--- src/rtl/timebase_divider.sv ---
module timebase_divider #(
  parameter int CNT_W    = 24,
  parameter int CLR_HOLD = 7,
  parameter int POW2_BIT = 9
) (
  input  logic             clk,
  input  logic             rst_n,
  input  logic [1:0]       mode_sel,
  output logic [CNT_W-1:0] cnt_out,
  output logic             tc_strobe,
  output logic             clr_pulse,
  output logic             tick_1hz
);
  localparam int HW = (CLR_HOLD < 2) ? 1 : $clog2(CLR_HOLD + 1);
  localparam logic [1:0] M_50K = 2'b00, M_100K = 2'b01, M_1M = 2'b10, M_P2 = 2'b11;

  logic [CNT_W-1:0] cnt, mask;
  logic [HW-1:0]    hold;
  logic [1:0]       mode_q;
  logic             armed, bit_q, tick_q, pow2, last_clr;

  always_comb begin
    case (mode_q)
      M_50K:   mask = CNT_W'(24'h00C350);
      M_100K:  mask = CNT_W'(24'h0186A0);
      M_1M:    mask = CNT_W'(24'h0F4240);
      default: mask = '0;
    endcase
  end

  assign pow2      = (mode_q == M_P2);
  assign tc_strobe = armed & ~pow2 & (hold == '0) & (&(cnt | ~mask));
  assign clr_pulse = tc_strobe | (hold != '0);
  assign last_clr  = tc_strobe ? (CLR_HOLD == 1) : (hold == HW'(1));

  always_ff @(posedge clk or negedge rst_n) begin
    if (!rst_n) begin
      cnt    <= '0;
      hold   <= '0;
      mode_q <= M_50K;
      armed  <= 1'b0;
      bit_q  <= 1'b0;
      tick_q <= 1'b0;
    end else if (!armed) begin
      armed  <= 1'b1;
      mode_q <= mode_sel;
    end else begin
      bit_q  <= cnt[POW2_BIT];
      tick_q <= pow2 ? (cnt[POW2_BIT] & ~bit_q) : tc_strobe;
      if (tc_strobe)         hold <= HW'(CLR_HOLD - 1);
      else if (hold != '0)   hold <= hold - HW'(1);
      if (clr_pulse)         cnt  <= last_clr ? CNT_W'(1) : '0;
      else                   cnt  <= cnt + CNT_W'(1);
    end
  end

  assign cnt_out  = cnt;
  assign tick_1hz = tick_q;
endmodule

--- config.mk ---
export PLATFORM = sky130hd
export DESIGN_NAME = timebase_divider
export DESIGN_NICKNAME = d
export VERILOG_FILES = /design/src/rtl/timebase_divider.sv
export SDC_FILE = /design/constraint.sdc
export NUM_CORES = 1
export LEC_CHECK = 0
export ABC_CLOCK_PERIOD_IN_PS = 5100
export BUFFER_PORTS_ARGS = -buffer_cell sky130_fd_sc_hd__buf_2
export CORE_UTILIZATION = 35
export DETAILED_ROUTE_END_ITERATION = 7
export PLACE_DENSITY = 0.61
export SYNTH_ARGS = -nofsm -noshare
export SYNTH_HDL_FRONTEND = slang
export SYNTH_SLANG_ARGS = --single-unit
--- constraint.sdc ---
create_clock -name clk -period 5.1 [get_ports clk]
set_input_delay 1.275 -clock clk [delete_from_list [all_inputs] [get_ports clk]]
set_output_delay 1.275 -clock clk [all_outputs]
set_load 0.005 [all_outputs]
Yosys cells after proc, flatten, opt, wreduce, memory -nomap -nowiden. Index checks and enable logic that the tools add are counted. W data, S select, Z words.

Register bits: 32. Bits in latches: 0. RAM bits: 0. ROM bits: 0. Bits of input ports: 4. Output and inout bits: 27. Word-level logic and storage cells: 34. Memories kept: 0.

Add/subtract/negate cells: 2. Multiply operators: 0. Divide/modulo/power cells: 0. Magnitude comparators: 0. Eq/ne operators: 4. Shift-type cells: 0. Mux-type cells: 7. Bitwise operators: 9. Reduce and logical (&&, ||, !) cells: 6.

Operators with widths (count): $pmux W20 S3 (1); $add A24 B1 Y24 const B (1); $mux W24 (1); $not A24 Y24 (1); $or A24 B24 Y24 (1); $reduce_and A24 Y1 (1); $mux W3 (2); $and A1 B1 Y1 (4); $eq A2 B2 Y1 const B (2); $eq A3 B1 Y1 const B (1); $logic_not A3 Y1 (1); $mux W1 (3); $reduce_bool A3 Y1 (1); $sub A3 B1 Y3 const B (1); $eq A2 B1 Y1 const B (1); $logic_not A2 Y1 (1); $not A1 Y1 (2); $reduce_and A2 Y1 (1); $reduce_bool A2 Y1 (1); $or A1 B1 Y1 (1).

Depth between registers and ports, before layout.
Depth after elaboration: 9. Mapped depth: 9.

Worst setup path before layout. OpenSTA, ideal clock, no wires.

Path type: reg2out. Start point: register mode_q[0]. End point: output clr_pulse. Arrival time: 1.651 ns. Required time: 3.825 ns. Slack: 2.174 ns. Stages on the path, launching flop included: 9. Buffers on the path: 0. Cells stage by stage: dfrtp_1 inv_1 ha_1 nor2b_1 a2111oi_0 nand3_1 inv_2 nor2_1 inv_1.

Word-level cells in the longest chain between the ends: 7. Elaborated cells on any way between the ends: 13. Those cells by class: eq/ne (3); mux (1); bitwise (7); reduce/logical (2).

Ends and longest elaborated chain: start: declaration (line 19) `logic [1:0] mode_q;`; start signal: assignment (line 46) `mode_q <= mode_sel;`; $eq A2 B2 Y1 (tied with other cells) (line 23) `case (mode_q)`; $pmux W20 S3 (line 23); $not A24 Y24 (line 32) `assign tc_strobe = armed & ~pow2 & (hold == '0) & (&(cnt | ~mask));`; $or A24 B24 Y24 (line 32); $reduce_and A24 Y1 (line 32); $and A1 B1 Y1 (*) (line 32); net tc_strobe (line 10) `output logic tc_strobe,`; $or A1 B1 Y1 (*) (line 33) `assign clr_pulse = tc_strobe | (hold != '0);`; end: declaration (line 11) `output logic clr_pulse,`.

The timed path passes the listed nets; every way through them passes the cells marked *.

Worst setup path in the final report.
Start point: register mode_q[0]. End point: output clr_pulse.

Word-level cells in the longest chain between the ends: 7. Elaborated cells on any way between the ends: 13. Those cells by class: eq/ne (3); mux (1); bitwise (7); reduce/logical (2).

Ends and longest elaborated chain (line): $eq A2 B2 Y1 (tied with other cells) (23); $pmux W20 S3 (23); $not A24 Y24 (32); $or A24 B24 Y24 (32); $reduce_and A24 Y1 (32); $and A1 B1 Y1 (*) (32); $or A1 B1 Y1 (*) (33).

Every way passes the cells marked *; elsewhere a longest branch is shown, timed or not.

==> insert_results.sql <==
INSERT INTO impl_metrics (metric_group, metric, value, unit) VALUES
('run_status', 'run_status', 'finished clean', ''),
('worst_setup_path', 'r2r_startpoint', 'mode_q[0]', ''),
('hold_path', 'timing.hold.worst.class', 'flip-flop to flip-flop', ''),
('layout', 'fillerInstances', '484', ''),
('routing', 'remaining_antenna_violation_count_after_routing', '0', ''),
('clock_network', 'cts-root-buf', 'sky130_fd_sc_hd__clkbuf_8', ''),
('floorplanning', 'die_x', '72.5', 'µm'),
('worst_setup_path', 'endpoint_kind', 'output pin', ''),
('timing', 'finalWorstSetupSlack', '1.64', 'ns'),
('synth', 'synth_cell_type_count', '40', ''),
('timing', 'setup_repair_after_global_routing_missed_its_margin', 'false', ''),
('global_routing', 'global_route.usage.total', '0.140', ''),
('place', 'port-buffer-count', '30', ''),
('layout', 'layout.cells.most_common_list', 'sky130_fd_sc_hd__dfrtp_1, sky130_fd_sc_hd__buf_2, sky130_fd_sc_hd__nor2_1', ''),
('hold_path', 'hold-path-cell-count', '1', ''),
('global_routing', 'grt_start_max_net_pins', '33', ''),
('routing', 'vias', '1288', ''),
('place', 'detailed_place_hpwl', '2390', 'µm'),
('power', 'p_leak', '1.00', 'nW'),
('routing', 'detail_route.first_pass.iterations', '4', ''),
('layout', 'antenna-diode-count', '0', ''),
('place', 'post-place-ws', '1.93', 'ns'),
('floorplanning', 'initial_utilization', '0.366', ''),
('timing', 'achievable-frequency', '289', 'MHz'),
('worst_setup_path', 'cpMostUsedCell', 'sky130_fd_sc_hd__inv_1', ''),
('floorplanning', 'design.core.area', '4750', 'µm²'),
('synth', 'flip_flop_and_latch_count_after_synthesis', '32', ''),
('layout', 'seqCellArea', '801', 'µm²'),
('worst_setup_path', 'critical_path.slowest_cell', 'sky130_fd_sc_hd__dfrtp_1', ''),
('global_routing', 'antenna_found_initial', '0', ''),
('synth', 'yosys_warnings', '0', ''),
('worst_setup_path', 'worstPathRequired', '3.83', 'ns'),
('routing', 'detailedRoute.firstIterationViolations', '65', ''),
('worst_setup_path', 'worstReg2RegEnd', 'hold[1]', ''),
('layout', 'drive_gt1_frac', '0.254', ''),
('clock_network', 'cts_num_sinks', '32', ''),
('floorplanning', 'fp.dieH', '72.5', 'µm'),
('hold_path', 'min_delay_worst_endpoint', 'hold[0]', ''),
('timing', 'setup-tns-final', '0', 'ns'),
('job', 'max_cap_violations', '0', ''),
('synth', 'syn-num-nets', '186', ''),
('clock_network', 'post_cts_hold_buffer_count', '0', ''),
('worst_setup_path', 'critical_path_class', 'flip-flop to output pin', ''),
('hold_path', 'hold_path.startpoint', 'hold[0]', ''),
('timing', 'tightestPinTransition', '0.800', 'ns'),
('synth', 'netlist_instances', '173', ''),
('layout', 'area_growth_syn_to_layout', '16.2', '%'),
('layout', 'multi_input_logic_area', '881', 'µm²'),
('layout', 'layout.core_utilization', '0.426', ''),
('routing', 'avgRoutedWirePerCell', '12.1', 'µm'),
('routing', 'vias_per_cell', '4.74', ''),
('synth', 'ys.flop_type', 'sky130_fd_sc_hd__dfrtp_1', ''),
('timing', 'setup_viol_count_final', '0', ''),
('synth', 'netlist_area', '1740', 'µm²'),
('worst_setup_path', 'cp.arrival', '2.19', 'ns'),
('worst_setup_path', 'critical_path.n_buffers_inverters', '4', ''),
('clock_network', 'skew_pair_late_insertion_delay', '0.28', 'ns'),
('synth', 'ys_top_cells_by_area', 'sky130_fd_sc_hd__dfrtp_1, sky130_fd_sc_hd__ha_1, sky130_fd_sc_hd__nor2_1', ''),
('timing', 'layout_worst_path_cycle_share', '0.679', ''),
('synth', 'async_reset_ff_frac', '1.00', ''),
('synth', 'syn-mean-instance-area', '10.1', 'µm²'),
('global_routing', 'first_global_vias', '1218', ''),
('worst_setup_path', 'critical-path-max-stage-delay', '0.43', 'ns'),
('worst_setup_path', 'path_delay_family', 'flip-flops', ''),
('routing', 'remaining_drc_errors', '0', ''),
('timing', 'minimum_clock_period', '3.46', 'ns'),
('clock_network', 'post-cts-setup-buffers', '0', ''),
('synth', 'synth_enable_flop_cells', '0', ''),
('worst_setup_path', 'start_kind', 'flip-flop', ''),
('worst_setup_path', 'cell_by_cell_trace_of_the_critical_path', 'inv_1 > ha_1 > nor2b_1 > a2111oi_0 > nand3_1 > inv_2 > nor2_1 > inv_1 > buf_2', ''),
('clock_network', 'clk_pin_slew_worst_paths', '0.06', 'ns');
## per-layer routing
| metal | vias to the layer above | track usage | share of wire |
|---|---|---|---|
| met5 | - | 0 | 0 |
| met4 | 0 | 0.0588 | 0.018 |
| met3 | 7 | 0.0431 | 0.039 |
| met2 | 27 | 0.225 | 0.45 |
| met1 | 609 | 0.173 | 0.49 |
| li1 | 645 | - | - |
## cells in the mapped netlist (2+ instances only)
cell                        instances
sky130_fd_sc_hd__xnor2_1            9
sky130_fd_sc_hd__nor2_1            29
sky130_fd_sc_hd__xor2_1            10
sky130_fd_sc_hd__nand3_2            4
sky130_fd_sc_hd__o31ai_1            2
sky130_fd_sc_hd__o21ai_0            2
sky130_fd_sc_hd__ha_1               9
sky130_fd_sc_hd__a2111oi_0          3
sky130_fd_sc_hd__nand2_1           17
sky130_fd_sc_hd__buf_2              3
sky130_fd_sc_hd__nand3_1            7
sky130_fd_sc_hd__and3_1             2
sky130_fd_sc_hd__a21oi_1            4
sky130_fd_sc_hd__nor2b_1            3
sky130_fd_sc_hd__inv_1              7
sky130_fd_sc_hd__mux2i_1            2
sky130_fd_sc_hd__and4_1             2
sky130_fd_sc_hd__dfrtp_1           32
sky130_fd_sc_hd__mux2_2             3
sky130_fd_sc_hd__nand4_1            3
## power by group
part / leakage, nW / switching (mW) / internal, mW
Sequential: 0.429 / 0.0418 / 0.279
Clock: 0.0410 / 0.0875 / 0.0925
Combinational: 0.531 / 0.0405 / 0.0527
Total: 1.00 / 0.170 / 0.424
## registers in the layout, indices dropped and copies added, names as in the netlist
signal    flops
bit_q         1
armed         1
mode_q        2
tick_1hz      1
cnt_out      24
hold          3
## stage by stage
stage          cells  area [µm²]  hold slack, ns  total power, mW
2_1_floorplan    173        1740           0.478            0.376
3_3_place_gp     265        1950           0.496            0.420
3_5_place_dp     265        1950           0.508            0.421
4_1_cts          272        2020           0.518            0.605
5_1_grt          272        2020           0.547            0.630
6_report         272        2020           0.517            0.594
## layout make-up
type	instances	area share
Clock buffer	6	0.0359
Clock inverter	1	0.00247
Inverter	8	0.0148
Multi-Input combinational cell	128	0.435
Sequential cell	32	0.396
Tap cell	67	0.0414
Timing Repair Buffer	30	0.0742
## worst max-delay path by stage
stage	endpoint	slack (ns)	cells past startpoint
3_5_place_dp	clr_pulse	1.93	9
4_1_cts	clr_pulse	1.62	9
5_1_grt	clr_pulse	1.42	9
3_3_place_gp	clr_pulse	2.00	9
2_1_floorplan	clr_pulse	2.17	8
6_report	clr_pulse	1.64	9
## kinds of logic (layout without fill, tap and decap cells)
logic type / Yosys count / in the layout / synth area share
muxes: 5 / 5 / 0.0309
buffers and inverters: 13 / 45 / 0.0345
and+or+nand+nor: 79 / 79 / 0.253
adders and majority gates: 9 / 9 / 0.0647
xor gates and xnor gates: 19 / 19 / 0.0955
AOI/OAI and AO/OA: 15 / 15 / 0.0596
DFF: 32 / 32 / 0.460
other: 1 / 1 / 0.00215
Note: power is estimated with default switching activity, not from simulation.
